`config.mk`:
```
export PLATFORM = sky130hd
export DESIGN_NAME = tf_load_seq
export DESIGN_NICKNAME = d
export VERILOG_FILES = /design/src/rtl/tf_seq_pkg.sv /design/src/rtl/tf_step_decode.sv /design/src/rtl/tf_ctl_track.sv /design/src/rtl/tf_rd_capture.sv /design/src/rtl/tf_load_seq.sv
export SDC_FILE = /design/constraint.sdc
export NUM_CORES = 1
export LEC_CHECK = 0
export BUFFER_PORTS_ARGS = -buffer_cell sky130_fd_sc_hd__buf_2
export CORE_UTILIZATION = 55
export DETAILED_ROUTE_END_ITERATION = 10
export PLACE_DENSITY_LB_ADDON = 0.25
export SYNTH_ARGS = -nofsm -noshare
export SYNTH_HDL_FRONTEND = slang
export SYNTH_SLANG_ARGS = --single-unit
```
`constraint.sdc`:
```
create_clock -name clk -period 4.2 [get_ports clk]
set_clock_uncertainty 0.1 [all_clocks]
set_input_delay 0.42 -clock clk [delete_from_list [all_inputs] [get_ports clk]]
set_output_delay 0.42 -clock clk [all_outputs]
set_load 0.02 [all_outputs]
```
`src/rtl/tf_seq_pkg.sv`:
```
package tf_seq_pkg;
  localparam int BYTE_W = 8;
  localparam int ADDR_W = 4;

  typedef enum logic [1:0] {
    OP_LOAD  = 2'd0,
    OP_HOBRD = 2'd1,
    OP_PROBE = 2'd2,
    OP_SEL   = 2'd3
  } tf_op_e;

  localparam logic [ADDR_W-1:0] RA_COUNT = 4'h2;
  localparam logic [ADDR_W-1:0] RA_LBAL  = 4'h3;
  localparam logic [ADDR_W-1:0] RA_DEV   = 4'h6;
  localparam logic [ADDR_W-1:0] RA_CTL   = 4'hE;

  typedef struct packed {
    logic              en;
    logic              wr;
    logic [ADDR_W-1:0] addr;
    logic [BYTE_W-1:0] data;
  } step_t;
endpackage

```
`src/rtl/tf_step_decode.sv`:
```
module tf_step_decode
  import tf_seq_pkg::*;
#(
  parameter int          NB       = 5,
  parameter int          SW       = 4,
  parameter logic [7:0]  PAT_A    = 8'h55,
  parameter logic [7:0]  PAT_B    = 8'hAA,
  parameter logic [7:0]  HOB_MASK = 8'h80,
  parameter logic [7:0]  DEV_BASE = 8'hA0,
  parameter logic [7:0]  DEV1_BIT = 8'h10
) (
  input  tf_op_e               op,
  input  logic [SW-1:0]        idx,
  input  logic [BYTE_W-1:0]    ctl,
  input  logic [NB*BYTE_W-1:0] lo,
  input  logic [NB*BYTE_W-1:0] hi,
  input  logic [BYTE_W-1:0]    dev,
  input  logic                 addr_v,
  input  logic                 lba48,
  input  logic                 dev_v,
  input  logic                 dev_sel,
  input  logic                 ctl_diff,
  output step_t                st,
  output logic [SW-1:0]        last
);
  localparam int PROBE_WR = 6;
  localparam int PROBE_LAST = PROBE_WR + 2;

  logic [BYTE_W-1:0] sel_byte;
  assign sel_byte = DEV_BASE | (dev_sel ? DEV1_BIT : 8'h00);

  always_comb begin
    int i;
    i    = int'(idx);
    st   = '0;
    last = '0;
    unique case (op)
      OP_LOAD: begin
        last = SW'(2*NB + 1);
        st.wr = 1'b1;
        if (i == 0) begin
          st.en = ctl_diff; st.addr = RA_CTL; st.data = ctl;
        end else if (i <= NB) begin
          st.en = addr_v & lba48; st.addr = ADDR_W'(i);
          st.data = hi[BYTE_W*(i-1) +: BYTE_W];
        end else if (i <= 2*NB) begin
          st.en = addr_v; st.addr = ADDR_W'(i - NB);
          st.data = lo[BYTE_W*(i-NB-1) +: BYTE_W];
        end else begin
          st.en = dev_v; st.addr = RA_DEV; st.data = dev;
        end
      end
      OP_HOBRD: begin
        last  = SW'(NB + 1);
        st.en = 1'b1;
        if (i == 0) begin
          st.wr = 1'b1; st.addr = RA_CTL; st.data = ctl | HOB_MASK;
        end else if (i <= NB) begin
          st.wr = 1'b0; st.addr = ADDR_W'(i);
        end else begin
          st.wr = 1'b1; st.addr = RA_CTL; st.data = ctl;
        end
      end
      OP_PROBE: begin
        last  = SW'(PROBE_LAST);
        st.en = 1'b1;
        if (i == 0) begin
          st.wr = 1'b1; st.addr = RA_DEV; st.data = sel_byte;
        end else if (i <= PROBE_WR) begin
          st.wr   = 1'b1;
          st.addr = (i % 2 == 1) ? RA_COUNT : RA_LBAL;
          st.data = (i == 1 || i == 4 || i == 5) ? PAT_A : PAT_B;
        end else if (i == PROBE_WR + 1) begin
          st.wr = 1'b0; st.addr = RA_COUNT;
        end else begin
          st.wr = 1'b0; st.addr = RA_LBAL;
        end
      end
      OP_SEL: begin
        st.en = 1'b1; st.wr = 1'b1; st.addr = RA_DEV; st.data = sel_byte;
      end
      default: ;
    endcase
  end
endmodule

```
`src/rtl/tf_ctl_track.sv`:
```
module tf_ctl_track
  import tf_seq_pkg::*;
(
  input  logic              clk,
  input  logic              rst,
  input  logic              upd,
  input  logic [BYTE_W-1:0] upd_val,
  input  logic [BYTE_W-1:0] cmp_val,
  output logic              differs
);
  logic [BYTE_W-1:0] last_q;
  logic              known_q;

  always_ff @(posedge clk) begin
    if (rst) begin
      last_q  <= '0;
      known_q <= 1'b0;
    end else if (upd) begin
      last_q  <= upd_val;
      known_q <= 1'b1;
    end
  end

  assign differs = !known_q || (last_q != cmp_val);

  a_r2_remembered: assert property (@(posedge clk) disable iff (rst)
    upd |=> (last_q == $past(upd_val)) && known_q);
endmodule

```
`src/rtl/tf_rd_capture.sv`:
```
module tf_rd_capture
  import tf_seq_pkg::*;
#(
  parameter int NB = 5
) (
  input  logic                 clk,
  input  logic                 rst,
  input  logic                 cap_en,
  input  logic [ADDR_W-1:0]    cap_addr,
  input  logic [BYTE_W-1:0]    cap_data,
  output logic [NB*BYTE_W-1:0] rd_bytes
);
  for (genvar g = 0; g < NB; g++) begin : g_byte
    always_ff @(posedge clk) begin
      if (rst)
        rd_bytes[g*BYTE_W +: BYTE_W] <= '0;
      else if (cap_en && cap_addr == ADDR_W'(g + 1))
        rd_bytes[g*BYTE_W +: BYTE_W] <= cap_data;
    end
  end
endmodule

```
`src/rtl/tf_load_seq.sv`:
```
module tf_load_seq
  import tf_seq_pkg::*;
#(
  parameter int         NB       = 5,
  parameter logic [7:0] PAT_A    = 8'h55,
  parameter logic [7:0] PAT_B    = 8'hAA,
  parameter logic [7:0] HOB_MASK = 8'h80,
  parameter logic [7:0] DEV_BASE = 8'hA0,
  parameter logic [7:0] DEV1_BIT = 8'h10
) (
  input  logic                 clk,
  input  logic                 rst,
  input  logic                 start,
  input  logic [1:0]           op,
  input  logic [BYTE_W-1:0]    ctl_in,
  input  logic [NB*BYTE_W-1:0] lo_in,
  input  logic [NB*BYTE_W-1:0] hi_in,
  input  logic [BYTE_W-1:0]    dev_in,
  input  logic                 addr_valid,
  input  logic                 lba48,
  input  logic                 dev_valid,
  input  logic                 dev_sel,
  output logic                 busy,
  output logic                 done,
  output logic                 present,
  output logic [NB*BYTE_W-1:0] rd_bytes,
  output logic                 req_valid,
  output logic                 req_write,
  output logic [ADDR_W-1:0]    req_addr,
  output logic [BYTE_W-1:0]    req_wdata,
  input  logic                 eng_done,
  input  logic [BYTE_W-1:0]    eng_rdata
);
  localparam int SW = $clog2(2*NB + 3);
  localparam int CNT_LO = BYTE_W * (int'(RA_COUNT) - 1);

  typedef enum logic [1:0] {S_IDLE, S_ISSUE, S_WAIT} state_e;

  state_e                state_q;
  tf_op_e                op_q;
  logic [SW-1:0]         idx_q;
  logic [BYTE_W-1:0]     ctl_q, dev_q;
  logic [NB*BYTE_W-1:0]  lo_q, hi_q;
  logic                  av_q, l48_q, dv_q, ds_q;

  step_t                 st;
  logic [SW-1:0]         last_idx;
  logic                  ctl_diff, fin, at_last, cap_en;

  tf_step_decode #(
    .NB(NB), .SW(SW), .PAT_A(PAT_A), .PAT_B(PAT_B),
    .HOB_MASK(HOB_MASK), .DEV_BASE(DEV_BASE), .DEV1_BIT(DEV1_BIT)
  ) u_dec (
    .op(op_q), .idx(idx_q), .ctl(ctl_q), .lo(lo_q), .hi(hi_q), .dev(dev_q),
    .addr_v(av_q), .lba48(l48_q), .dev_v(dv_q), .dev_sel(ds_q),
    .ctl_diff(ctl_diff), .st(st), .last(last_idx)
  );

  tf_ctl_track u_ctl (
    .clk(clk), .rst(rst),
    .upd(fin && (op_q == OP_LOAD || op_q == OP_HOBRD)),
    .upd_val(ctl_q), .cmp_val(ctl_q), .differs(ctl_diff)
  );

  assign cap_en = (state_q == S_WAIT) && eng_done && !req_write;

  tf_rd_capture #(.NB(NB)) u_cap (
    .clk(clk), .rst(rst), .cap_en(cap_en), .cap_addr(req_addr),
    .cap_data(eng_rdata), .rd_bytes(rd_bytes)
  );

  assign at_last = (idx_q == last_idx);
  assign fin = ((state_q == S_ISSUE) && !st.en && at_last) ||
               ((state_q == S_WAIT) && eng_done && at_last);

  always_ff @(posedge clk) begin
    if (rst) begin
      state_q   <= S_IDLE;
      op_q      <= OP_LOAD;
      idx_q     <= '0;
      {ctl_q, dev_q, lo_q, hi_q} <= '0;
      {av_q, l48_q, dv_q, ds_q}  <= '0;
      busy      <= 1'b0;
      done      <= 1'b0;
      present   <= 1'b0;
      req_valid <= 1'b0;
      req_write <= 1'b0;
      req_addr  <= '0;
      req_wdata <= '0;
    end else begin
      done <= fin;
      unique case (state_q)
        S_IDLE: if (start) begin
          op_q  <= tf_op_e'(op);
          ctl_q <= ctl_in;  dev_q <= dev_in;
          lo_q  <= lo_in;   hi_q  <= hi_in;
          av_q  <= addr_valid; l48_q <= lba48;
          dv_q  <= dev_valid;  ds_q  <= dev_sel;
          idx_q   <= '0;
          busy    <= 1'b1;
          state_q <= S_ISSUE;
        end
        S_ISSUE: begin
          if (st.en) begin
            req_valid <= 1'b1;
            req_write <= st.wr;
            req_addr  <= st.addr;
            req_wdata <= st.data;
            state_q   <= S_WAIT;
          end else if (fin) begin
            busy    <= 1'b0;
            state_q <= S_IDLE;
          end else begin
            idx_q <= idx_q + 1'b1;
          end
        end
        S_WAIT: if (eng_done) begin
          req_valid <= 1'b0;
          if (fin) begin
            busy    <= 1'b0;
            state_q <= S_IDLE;
            if (op_q == OP_PROBE)
              present <= (rd_bytes[CNT_LO +: BYTE_W] == PAT_A) && (eng_rdata == PAT_B);
          end else begin
            idx_q   <= idx_q + 1'b1;
            state_q <= S_ISSUE;
          end
        end
        default: state_q <= S_IDLE;
      endcase
    end
  end

  // one outstanding access, held stable until completion
  a_r6_hold: assert property (@(posedge clk) disable iff (rst)
    (req_valid && !eng_done) |=> (req_valid && $stable(req_addr) && $stable(req_wdata)));
  a_r6_drop: assert property (@(posedge clk) disable iff (rst)
    (req_valid && eng_done) |=> !req_valid);
  // done is a single-cycle pulse at the end of a sequence
  a_r7_pulse: assert property (@(posedge clk) disable iff (rst)
    done |=> !done);
  a_r7_idle: assert property (@(posedge clk) disable iff (rst)
    done |-> !busy);
  // no access outside a running sequence
  a_r11_no_req_idle: assert property (@(posedge clk) disable iff (rst)
    !busy |-> !req_valid);
  // presence only changes as a probe ends
  a_r9_present_at_end: assert property (@(posedge clk) disable iff (rst)
    !$stable(present) |-> done);
endmodule

```
==> results, run 1 <==
- The flow ran to the end, and the final reports show no timing, DRC or antenna violations.
- Clock-pin slew was measured on the worst setup and hold paths at 0.06 ns.
- The tool flagged a number of max-cap violations equal to 0.
- The depth of the critical timing path with buffers and inverters included is 8.
- Pin placement for this block handled 171 I/O pins.
- The number of failing hold endpoints at the final stage is 0.
- The number of warnings reported in the yosys synthesis log is 0.
- The design internal power is 3.699 mW.
- The pin slew with the least headroom to its limit is 1.295 ns.
- The number of nets with antenna violations after routing is 0.
- The post-synthesis cell area is 7983 sq um.
- Across the VDD grid, the largest voltage drop is 413.8 uV.
- Of the total power, the share spent switching nets is 35.27%.
- For this design the static power due to leakage is 4.069 nW.
- The filler cell count in the final layout is 1201.
- The type of the most critical hold path is in2reg.
- The CTS tree is done.
- In this run the post-CTS setup repair buffer count came out at 0.
- The category of the most critical setup path is reg2reg.
- For the finished layout, the period the worst path requires is 3.575 ns.
- The number of global-route vias before repair is 6650.
- The number of antenna violations at the first check in global routing was 0.
- The first-iteration detailed-routing DRC count is 605.
- The share of layout cells above drive strength 1 is 21.58%.
- The first global-routing pass estimated 33.29 mm of wire.
- Across all layers, the routed design uses 7313 vias.
- The number of register bits inferred by synthesis is 174.
- The critical path goes through inv_1 > ha_1 > or3b_2 > nand2_1 > o311ai_2 > o21ai_1 > a211oi_1 > mux2_2.
- The worst slack on hold paths is 0.1259 ns.
- The cell family contributing the most delay on the critical path is compound AO/OA/AOI/OAI gates.
- Buffers inserted during clock tree synthesis total 17.
- The final worst-path setup slack is 0.6251 ns.
- The proportion of synthesized chip area in sequential cells is 43.64%.
- Before CTS, the worst setup slack after placement is 0.6874 ns.
- The setup slack on the worst flop-to-flop path is 0.63 ns.
- The sort of element at the start of the critical path is a flip-flop.
- The worst pin sits at a relative slew slack of 13.09%.
- The data arrival time of the critical path is 3.79 ns.
- In the synthesized netlist the dominant register cell turns out to be dfxtp_1.
- Power spread over the standard cell area amounts to 598.8 nW/um^2.
- For this run, the top clock speed supported by timing is 0.2797 GHz.
- The total congestion overflow is 0.
- The core occupancy in the finished layout is 67.96%.
- In this run, synthesis inferred 0 flip-flops with an integrated enable.
- In this run the mean area of a mapped cell was 8.315 sq um.
- Port buffering added 170 buffers.
- The hold buffer count at CTS is 0.
- CTS saw 174 sinks.
- The congestion estimate from routability-driven global placement came to 0.9079.
- After legalization and detailed placement, the total HPWL measured 14.36 mm.
- The proportion of power drawn by combinational gates is 33.5%.
- The final-report max-slew violation count came to 0.
- Counting both buffers and inverters, the worst setup path holds a total of 1.
- From synthesis to final layout, the design area changed by 19.55%.
- The number of cells on the worst reg-to-reg path is 8.
- CTS built an H-tree with a depth of 4.
- The final critical-path share of the clock period is 85.12%.
- The kind of capture point of the worst setup path is a flip-flop.
- The number of gates resized after CTS is 0.
- The starting density of the core is 56.85%.
- The clock tree root driver cell is clkbuf_16.
- After floorplanning, the core was divided into 43 placement rows.
- After detailed routing, the average wire length per cell comes to 16.15 um.
- For this design the total switching power over the nets is 2.015 mW.
- The final count of negative-setup-slack endpoints is 0.
- The slowest cell on the critical path is o21ai_1.
- In the routed design, unresolved DRC markers number 0.
- The number of diodes is 0.
- Setup repair after global routing left no endpoint under its margin.
- Summed over all layers, the routed wires come to 20.72 mm.
- For this run, the detailed router's first-pass iteration total came to 8.
- The post-detailed-route via-to-cell ratio is 5.700.
- The clock network fraction of total power is 30.4%.
- Along the worst path, the maximum fanout reaches 17.
- After synthesis, the share of flip-flops with an asynchronous set or reset is 0%.
- The full die area is 15000 sq um.
- The number of buffers between clock root and the deepest sink is 2.
- The synthesized netlist net count is 1083.
- In this design, the stage delay of the slowest critical-path cell is 1.04 ns.
- The part of the power in registers is 36.2%.
- The net count reported at finish is 1213.
- After technology mapping, the gate count stands at 960.
- Measured along the y axis, the die boundary spans 122.5 um.
- Global routing used 28.50% of the available tracks across all layers.
- The placeable core region is 14040 sq um.
- The post-synthesis cell type count is 68.
- The die width is 122.5 um.
- The latest clock arrival within the worst-skew pair is 0.43 ns.
- The pin count of the biggest net entering global routing is 103.
- The worst hold path was traced through 3 stages.
- Summed over all failing endpoints, the final setup total negative slack is 0 ns.
- At the worst endpoint, the required time is 4.41 ns.
## final timing paths
check	startpoint	end
min reg2reg	u_ctl.known_q	u_ctl.known_q
max reg2reg	idx_q[1]	idx_q[2]
max	idx_q[1]	idx_q[2]
min	hi_in[5]	hi_q[5]
## per-stage QoR
step | power [mW] | std cells | instance area (sq um)
3_3_place_gp | 3.949 | 1251 | 8885
6_report | 5.715 | 1283 | 9543
3_5_place_dp | 3.990 | 1251 | 8885
5_1_grt | 6.046 | 1283 | 9543
2_1_floorplan | 3.477 | 960 | 7983
4_1_cts | 5.723 | 1283 | 9543
## metal layers
layer  GRT usage, %  wire, um
met5              0         0
met4          10.90       512
met3          5.576      1387
met2          45.40      9745
met1          38.05      9078
## state kept, by name, summed over array words and instances, names as in the netlist, 2 cells and up
name / flops
idx_q: 4
ctl_q: 8
state_q: 2
dev_q: 8
u_cap.rd_bytes: 40
hi_q: 40
req_wdata: 8
u_ctl.last_q: 8
op_q: 2
lo_q: 40
req_addr: 4
## cells in the mapped netlist (all sizes together), types with 7 or more instances
cell / number / share of area [%]
nand2b: 7 / 0.55
nor2: 69 / 3.2
mux4: 16 / 4.7
o21ai: 10 / 0.63
o211ai: 13 / 1.2
mux2i: 50 / 6.3
nand2: 256 / 12
a221o: 9 / 1.1
inv: 19 / 0.89
a21oi: 126 / 7.9
ha: 9 / 1.4
nand4: 9 / 0.71
a211oi: 14 / 1.4
nand3: 12 / 0.75
nor3: 7 / 0.44
dfxtp: 174 / 44
xnor2: 10 / 1.1
clkbuf: 57 / 2.7
buf: 15 / 1.0
## worst min-delay path: stages
cell and delay, ns:
buf_2 0.09, nand2_1 0.04, a21oi_1 0.05
## cell type report
cell class,count,area (sq um),share of cell area (%)
clock buffers,22,474.2,4.969
inverters,19,71.32,0.7473
repair buffers,183,963.4,10.10
clock inverters,10,183.9,1.927
multi-input cells,695,4141,43.40
flip-flops and latches,174,3483,36.50
well taps,180,225.2,2.360
## logic make-up after synthesis
group	share of synthesized area [%]
and+or+nand+nor	21.03
xor gates and xnor gates	1.379
buffers and inverters	4.608
adders and majority gates	1.411
AOI/OAI and AO/OA	16.77
DFF	43.64
muxes	11.16
## power by group through the flow
stage	clock network [mW]	logic (mW)	registers, mW
after floorplan	0	1.38	2.10
after global placement	0	1.86	2.09
after detailed placement	0	1.89	2.10
after CTS	1.75	1.90	2.06
after global routing	1.83	2.12	2.10
final	1.74	1.91	2.07
## layout by cell type (no fill, tap or decap), drive strengths merged, types with 3 or more instances in the layout
cell    synthesis  final
a211o           3      3
a211oi         14     14
a21oi         126    126
a221o           9      9
a311o           6      6
buf            15    183
bufinv          0      5
clkbuf         57     22
clkinv          0      3
dfxtp         174    174
ha              9      9
inv            19     19
mux2i          50     50
mux4           16     16
nand2         256    256
nand2b          7      7
nand3          12     12
nand3b          3      3
nand4           9      9
nor2           69     69
nor2b           6      6
nor3            7      7
nor3b           5      5
nor4            3      3
o211ai         13     13
o21ai          10     10
o22ai           4      4
o31ai           3      3
or3b            3      3
or4             3      3
xnor2          10     10
(Power assumes the default switching activity.)
==> run 2: changes to the inputs <==
ABC_AREA = 1   (was default)
==> results, run 2 <==
- The net count reported at finish came to 1389 (+15%).
- The most frequently used cell type in the post-synthesis netlist is nor2_1.
- The number of levels the H-tree was split into is 4 (unchanged).
- The clock-pin transition on the worst setup and hold timing paths is 0.07 ns (about the same).
- The total congestion overflow is 0 (unchanged).
- The via count came to 7872 (+7.6%).
- The portion of synthesized cell area occupied by the leading cell type is 44.05% (+0.41 points).
- The row count is 43 (unchanged).
- The max-cap check violation count is 0 (unchanged).
- The total area of multi-input combinational cells is 3865 sq um (-6.7%).
- Setup repair after global routing left no endpoint under its margin.
- The data arrival time of the critical path is 3.38 ns (-0.41 ns).
- The compound-gate portion of the synthesized area is 18.96% (+2.2 points).
- The number of placed cells counting well taps is 1427 (+14%).
- After global routing, the most crowded layer is met2.
- The flip-flop cell with the highest count after synthesis is dfxtp_1.
- The post-synthesis share of cell area spent on xor and xnor gates was 0.5538% (-0.83 points).
- The average size of a mapped cell is 6.985 sq um (-16%).
- The die width came to 121.9 um (-0.47%).
- The highest clock frequency the design can meet is 0.3201 GHz (+14%).
- The worst max-slew margin expressed relative to the limit was 23.25% (+10 points).
- The latest clock arrival within the worst-skew pair came to 0.43 ns (about the same).
- The number of failing hold endpoints at the final stage was 0 (unchanged).
- The final-report max-slew violation count is 0 (unchanged).
- The number of warnings reported in the yosys synthesis log is 0 (unchanged).
- The met1 usage in global routing was 39.20% (+1.2 points).
- The clock sink count is 174 (unchanged).
- The dominant combinational cell family by area after synthesis is simple AND/OR/NAND/NOR gates.
- The pin count of the biggest net entering global routing came to 150 (+46%).
- The met3 usage in global routing is 6.086% (+0.51 points).
- The storage element area came to 3483 sq um (unchanged).
- dfxtp_1 takes more of the synthesized area than any other cell.
- The post-synthesis cell area came to 7908 sq um (-0.94%).
- The critical path is of the reg2reg type.
- The number of buffers between clock root and the deepest sink was 2 (unchanged).
- The post-synthesis cell type count is 45 (-34%).
- STA classifies the critical path endpoint as a flip-flop.
- The data required time of the worst path is 4.46 ns (+0.05 ns).
- The number of diodes is 0 (unchanged).
- The number of register bits inferred by synthesis is 174 (unchanged).
- The adder and majority gate portion of the synthesized area is 1.424% (+0.013 points).
- The number of gates resized after CTS is 0 (unchanged).
- The chip height came to 121.9 um (-0.47%).
- In this run the worst setup path terminates at req_wdata[3].
- The total global routing track utilization was 28.93% (+0.43 points).
- Leaving out fill and tap cells, the most frequent cells in the layout are nor2_1 (257), nand2_1 (192), dfxtp_1 (174), buf_2 (170), o21ai_0 (162).
- The final-layout setup total negative slack came to 0 ns (unchanged).
- The leakage dissipation came to 4.196 nW (+3.1%).
- The flow ran to the end, and the final reports show no timing, DRC or antenna violations.
- The number of setup buffers added after CTS is 0 (unchanged).
- The synthesized netlist net count is 1255 (+16%).
- The total power divided by cell area is 604.6 nW/um^2 (+0.96%).
- The top-level I/O count was 171 (unchanged).
- The clock tree root driver cell is clkbuf_16.
- The full die area was 14860 sq um (-0.93%).
- The DRC violation count after routing is 0 (unchanged).
- The number of nets with antenna violations after routing is 0 (unchanged).
- The detailed-placement wirelength estimate is 14.87 mm (+3.5%).
- The type of the most critical hold path is in2reg.
- Ranked by total cell area, the synthesized netlist is headed by dfxtp_1 (44%), nor2_1 (12%), o21ai_0 (10%), nand2_1 (9.2%), a21oi_1 (4.4%).
- The timing startpoint of the critical path is idx_q[0].
- TritonCTS built the clock tree.
- The filler cell count in the final layout is 1288 (+7.2%).
- The proportion of synthesized chip area in sequential cells is 44.05% (+0.41 points).
- The placeable core region is 13930 sq um (-0.77%).
- The commonest cells after synthesis are nor2_1 (257), nand2_1 (193), dfxtp_1 (174).
- The endpoint of the lowest-slack register-to-register path is req_wdata[3].
- The number of flops mapped to enable cells by yosys was 0 (unchanged).
- The share of layout cells above drive strength 1 is 19.55% (-2.0 points).
- The number of global-route vias before repair is 6946 (+4.5%).
- The share of synthesized cell area in and, or, nand and nor gates is 27.91% (+6.9 points).
- The post-route minimum period came to 3.124 ns (-0.4511 ns).
- The final instance count without filler cells was 1459 (+14%).
- The number of antenna violations at the first check in global routing is 0 (unchanged).
- The total CTS buffers is 17 (unchanged).
- The number of cells on the worst reg-to-reg path is 15 (+7).
- The final count of negative-setup-slack endpoints is 0 (unchanged).
- The share of synthesized area spent on multiplexers is 0% (-11 points).
- The most frequent standard cell in the layout excluding fill and tap cells is nor2_1.
- The first-iteration detailed-routing DRC count is 502 (-17%).
- The starting density of the core is 56.75% (-0.10 points).
- The number of instances in the synthesized netlist is 1132 (+18%).
- The number of buffer cells added on primary ports is 170 (unchanged).
- The setup slack on the worst flop-to-flop path is 1.08 ns (+0.45 ns).
- The aggregate routed wire length came to 21.00 mm (+1.3%).
- The final critical-path share of the clock period is 74.38% (-11 points).
- The average wire per cell in the routed design is 14.39 um (-11%).
- The maximum vdd drop is 354.1 uV (-14%).
- The met2 usage was 45.09% (-0.31 points).
- The placer congestion estimate is 0.9046 (-0.36%).
- The hold buffer count at CTS came to 0 (unchanged).
- The pin slew with the least headroom to its limit is 1.151 ns (-0.1437 ns).
- The area growth from synthesis to layout is 18.56%.
- The share of async-settable or async-resettable flops after synthesis was 0% (unchanged).
- The number of optimization iterations in the first detailed-route pass came to 5 (-3).
- The post-detailed-route via-to-cell ratio is 5.395 (-5.3%).
- The largest registers in the layout are hi_q x40, lo_q x40, u_cap.rd_bytes x40.
- The startpoint of the worst register-to-register path is idx_q[0].
- The global-route wire length before repair is 33.39 mm (+0.29%).
- The sort of element at the start of the critical path is a flip-flop.
- The worst-path maximum fanout is 25 (+8).
## run 2: worst min-delay path by stage
stage	to	cells past startpoint	startpoint
3_3_place_gp	u_cap.rd_bytes[32]	2	u_cap.rd_bytes[32]
3_5_place_dp	u_cap.rd_bytes[32]	2	u_cap.rd_bytes[32]
2_1_floorplan	u_ctl.known_q	2	u_ctl.known_q
4_1_cts	lo_q[22]	3	lo_in[22]
5_1_grt	lo_q[24]	3	lo_in[24]
6_report	lo_q[22]	3	lo_in[22]
## run 2: logic make-up (layout without fill, tap and decap cells)
group | count (synthesis) | in the layout
simple gates | 530 | 530
compound gates | 279 | 279
flops | 174 | 174
buf+inv | 135 | 282
fa+ha+maj | 9 | 9
xor+xnor | 5 | 5
## run 2: per-layer routing
layer	share of wire [%]	routed length, um
met5	0	0
met2	46	9569
met3	6.5	1364
met1	45	9536
met4	2.5	527
## run 2: stage by stage
step           cell area (sq um)  util (%)  setup slack [ns]  power [mW]  hold WS (ns)
2_1_floorplan               7908         -             2.005       3.575        0.3363
3_3_place_gp                8756     62.84             1.223       4.001        0.3306
3_5_place_dp                8756     62.84             1.130       4.033        0.3329
4_1_cts                     9375     67.28             1.110       5.668        0.1289
5_1_grt                     9375     67.28            0.7464       6.019        0.1394
6_report                    9375     67.28             1.076       5.668        0.1357
## run 2: layout make-up
cell class,count,share of cell area (%)
Clock inverter,14,1.922
Sequential cell,174,37.15
Inverter,73,2.976
Timing Repair Buffer,177,9.636
Clock buffer,18,4.684
Multi-Input combinational cell,823,41.23
Tap cell,180,2.402
## run 2: where the power goes
group	internal (mW)	leakage [nW]	total (mW)	switching, mW
sequential	1.98	1.43	2.23	0.257
clock	0.961	0.298	1.64	0.679
combinational	0.578	2.47	1.79	1.22
total	3.52	4.20	5.67	2.15
## run 2: worst max-delay path: stages (launching register included)
cell and delay, ns:
dfxtp_1 0.60, inv_4 0.14, ha_1 0.46, inv_1 0.13, nor2_2 0.74, nand2_1 0.10
nand2_1 0.10, o21bai_1 0.11, nor2_1 0.05, nor2_1 0.10, nand2_1 0.06, nand2_1 0.08
nand2_1 0.05, nand2_1 0.06, nand2_1 0.05, a21oi_2 0.11
==> run 3: changes to the inputs <==
clock period = 3.1 ns   (was 4.2 ns; I/O delays follow)
==> results, run 3 (synthesis results as in run 2) <==
- The run finished with clean final reports.
- The most critical setup path has its startpoint at idx_q[0].
- The share of layout cells above drive strength 1 is 19.83% (+0.28 points).
- The kind of capture point of the worst setup path is a flip-flop.
- The top-level I/O count came to 171 (unchanged).
- The setup slack at placement came to 0.6103 ns (-0.5202 ns).
- The post-route minimum period came to 2.541 ns (-0.5832 ns).
- The starting density of the core is 56.75% (unchanged).
- The number of nets with antenna violations after routing came to 0 (unchanged).
- In the layout the commonest cells are nor2_1 (257), nand2_1 (192), dfxtp_1 (174), buf_2 (170), o21ai_0 (162).
- The filler cell count in the final layout is 1270 (-1.4%).
- The CTS tree is done.
- The placeable core region is 13930 sq um (unchanged).
- The core occupancy in the finished layout is 67.82% (+0.54 points).
- The number of buffers between clock root and the deepest sink is 2 (unchanged).
- The hold buffer count at CTS is 0 (unchanged).
- The clock tree root driver cell is clkbuf_16.
- The aggregate routed wire length is 20.69 mm (-1.5%).
- The worst hold path begins at dev_in[4].
- The total power divided by cell area was 819.4 nW/um^2 (+36%).
- The maximum vdd drop is 470.8 uV (+33%).
- The number of gates resized after CTS is 0 (unchanged).
- The number of antenna violations at the first check in global routing is 0 (unchanged).
- The net count reported at finish is 1397 (+0.58%).
- The final worst-path setup slack was 0.5595 ns (-0.5168 ns).
- The data arrival time of the critical path came to 2.80 ns (-0.58 ns).
- The detailed-placement wirelength estimate came to 14.71 mm (-1.1%).
- The number of placed cells counting well taps was 1435 (+0.56%).
- The average wire per cell in the routed design is 14.11 um (-1.9%).
- The worst-path maximum fanout is 14 (-44%).
- The signed area change from the synthesized netlist to the final layout is 19.51%.
- The depth of the worst hold-timing path is 3 (unchanged).
- The first-iteration detailed-routing DRC count is 636 (+27%).
- The endpoint identified for the worst register-to-register timing path is req_wdata[4].
- The row count is 43 (unchanged).
- The setup slack on the worst flop-to-flop path came to 0.56 ns (-0.52 ns).
- The startpoint of the worst register-to-register path is idx_q[0].
- The number of diodes was 0 (unchanged).
- The total congestion overflow was 0 (unchanged).
- The worst max-slew margin expressed relative to the limit is 56.33% (+33 points).
- The total global routing track utilization is 28.59% (-0.34 points).
- The latest clock arrival within the worst-skew pair is 0.43 ns (about the same).
- The worst setup path is launched from a flip-flop.
- The placer congestion estimate is 0.8790 (-2.8%).
- The DRC violation count after routing came to 0 (unchanged).
- The largest registers in the layout are hi_q x40, lo_q x40, u_cap.rd_bytes x40.
- The worst hold path belongs to the class in2reg.
- The chip height came to 121.9 um (unchanged).
- The die width was 121.9 um (unchanged).
- The total area of multi-input combinational cells is 3865 sq um (unchanged).
- The max-cap check violation count is 0 (unchanged).
- The post-detailed-route via-to-cell ratio is 5.356 (-0.73%).
- The via count was 7852 (-0.25%).
- The final-layout setup total negative slack is 0 ns (unchanged).
- The total CTS buffers is 17 (unchanged).
- The number of optimization iterations in the first detailed-route pass was 6 (+1).
- The full die area is 14860 sq um (unchanged).
- The number of setup buffers added after CTS was 0 (unchanged).
- The leakage dissipation came to 4.250 nW (+1.3%).
- The final instance count without filler cells came to 1466 (+0.48%).
- The data required time of the worst path is 3.36 ns (-1.10 ns).
- The global-route wire length before repair was 33.43 mm (+0.12%).
- The pin count of the biggest net entering global routing is 86 (-43%).
- The number of global-route vias before repair is 6991 (+0.65%).
- The number of levels the H-tree was split into came to 4 (unchanged).
- The clock sink count is 174 (unchanged).
- The number of buffer cells added on primary ports came to 170 (unchanged).
- The number of cells on the worst reg-to-reg path is 14 (-1).
- The highest clock frequency the design can meet is 0.3936 GHz (+23%).
- The clock-pin transition on the worst setup and hold timing paths is 0.06 ns (about the same).
- The final critical-path share of the clock period is 81.95% (+7.6 points).
- The storage element area is 3483 sq um (unchanged).
- The category of the most critical setup path is reg2reg.
- Leaving out fill and tap cells, the most frequent cell in the layout is nor2_1.
- Setup repair after global routing left no endpoint under its margin.
- The final count of negative-setup-slack endpoints is 0 (unchanged).
- The final-report max-slew violation count is 0 (unchanged).
- For hold timing, the worst endpoint is dev_q[4].
- The worst slack on hold paths is 0.03431 ns (-0.1014 ns).
- The pin slew with the least headroom to its limit is 0.6550 ns (-0.4962 ns).
- The number of failing hold endpoints at the final stage is 0 (unchanged).
-- run 3: cell count changes in the layout (fill, tap and decap cells not counted), sizes merged --
cell      change
buf           +8
bufinv        +1
clkbuf        +3
clkinvlp      -2
inv           -3
-- run 3: final cells by class --
class                   instances  share of cell area (%)
multi-input cells             823                   40.90
flip-flops and latches        174                   36.86
repair buffers                185                   10.33
clock buffers                  21                   4.872
inverters                      73                   2.952
well taps                     180                   2.383
clock inverters                10                   1.708
-- run 3: worst max-delay path, cell delays in order, from the launching register on --
cell and delay (ns):
dfxtp_1 0.37, inv_4 0.09, ha_1 0.44, nand2_1 0.10, inv_2 0.23, nand2_2 0.12
nand2_1 0.08, nand2_1 0.09, nor3_4 0.33, nand2_1 0.09, nand2_1 0.11, nand2_1 0.07
nand2_1 0.08, nand2_1 0.06, a21oi_2 0.10
-- run 3: worst max-delay path by stage --
stage              endpoint  slack [ns]  cells past startpoint
2_1_floorplan  req_wdata[0]        0.90                     15
3_3_place_gp   req_wdata[4]        0.67                     14
3_5_place_dp   req_wdata[1]        0.61                     15
4_1_cts        req_wdata[1]        0.59                     15
5_1_grt        req_wdata[1]        0.24                     15
6_report       req_wdata[4]        0.56                     14
-- run 3: per-layer routing --
layer | GRT usage, % | up-vias | part of all wire [%] | routed length, um
met3 | 6.227 | 25 | 7.4 | 1531
met4 | 7.176 | 0 | 1.2 | 246
met2 | 46.93 | 294 | 46 | 9519
li1 | - | 3979 | - | -
met1 | 37.99 | 3554 | 45 | 9389
met5 | 0 | - | 0 | 0
-- run 3: power breakdown --
group	internal, mW	switching [mW]
clock	1.39	0.852
sequential	2.68	0.325
combinational	0.830	1.67
total	4.90	2.85
-- run 3: through the flow --
stage | cell area, sq um | power (mW)
2_1_floorplan | 7908 | 4.843
3_3_place_gp | 8828 | 5.468
3_5_place_dp | 8828 | 5.499
4_1_cts | 9450 | 7.759
5_1_grt | 9450 | 8.224
6_report | 9450 | 7.744
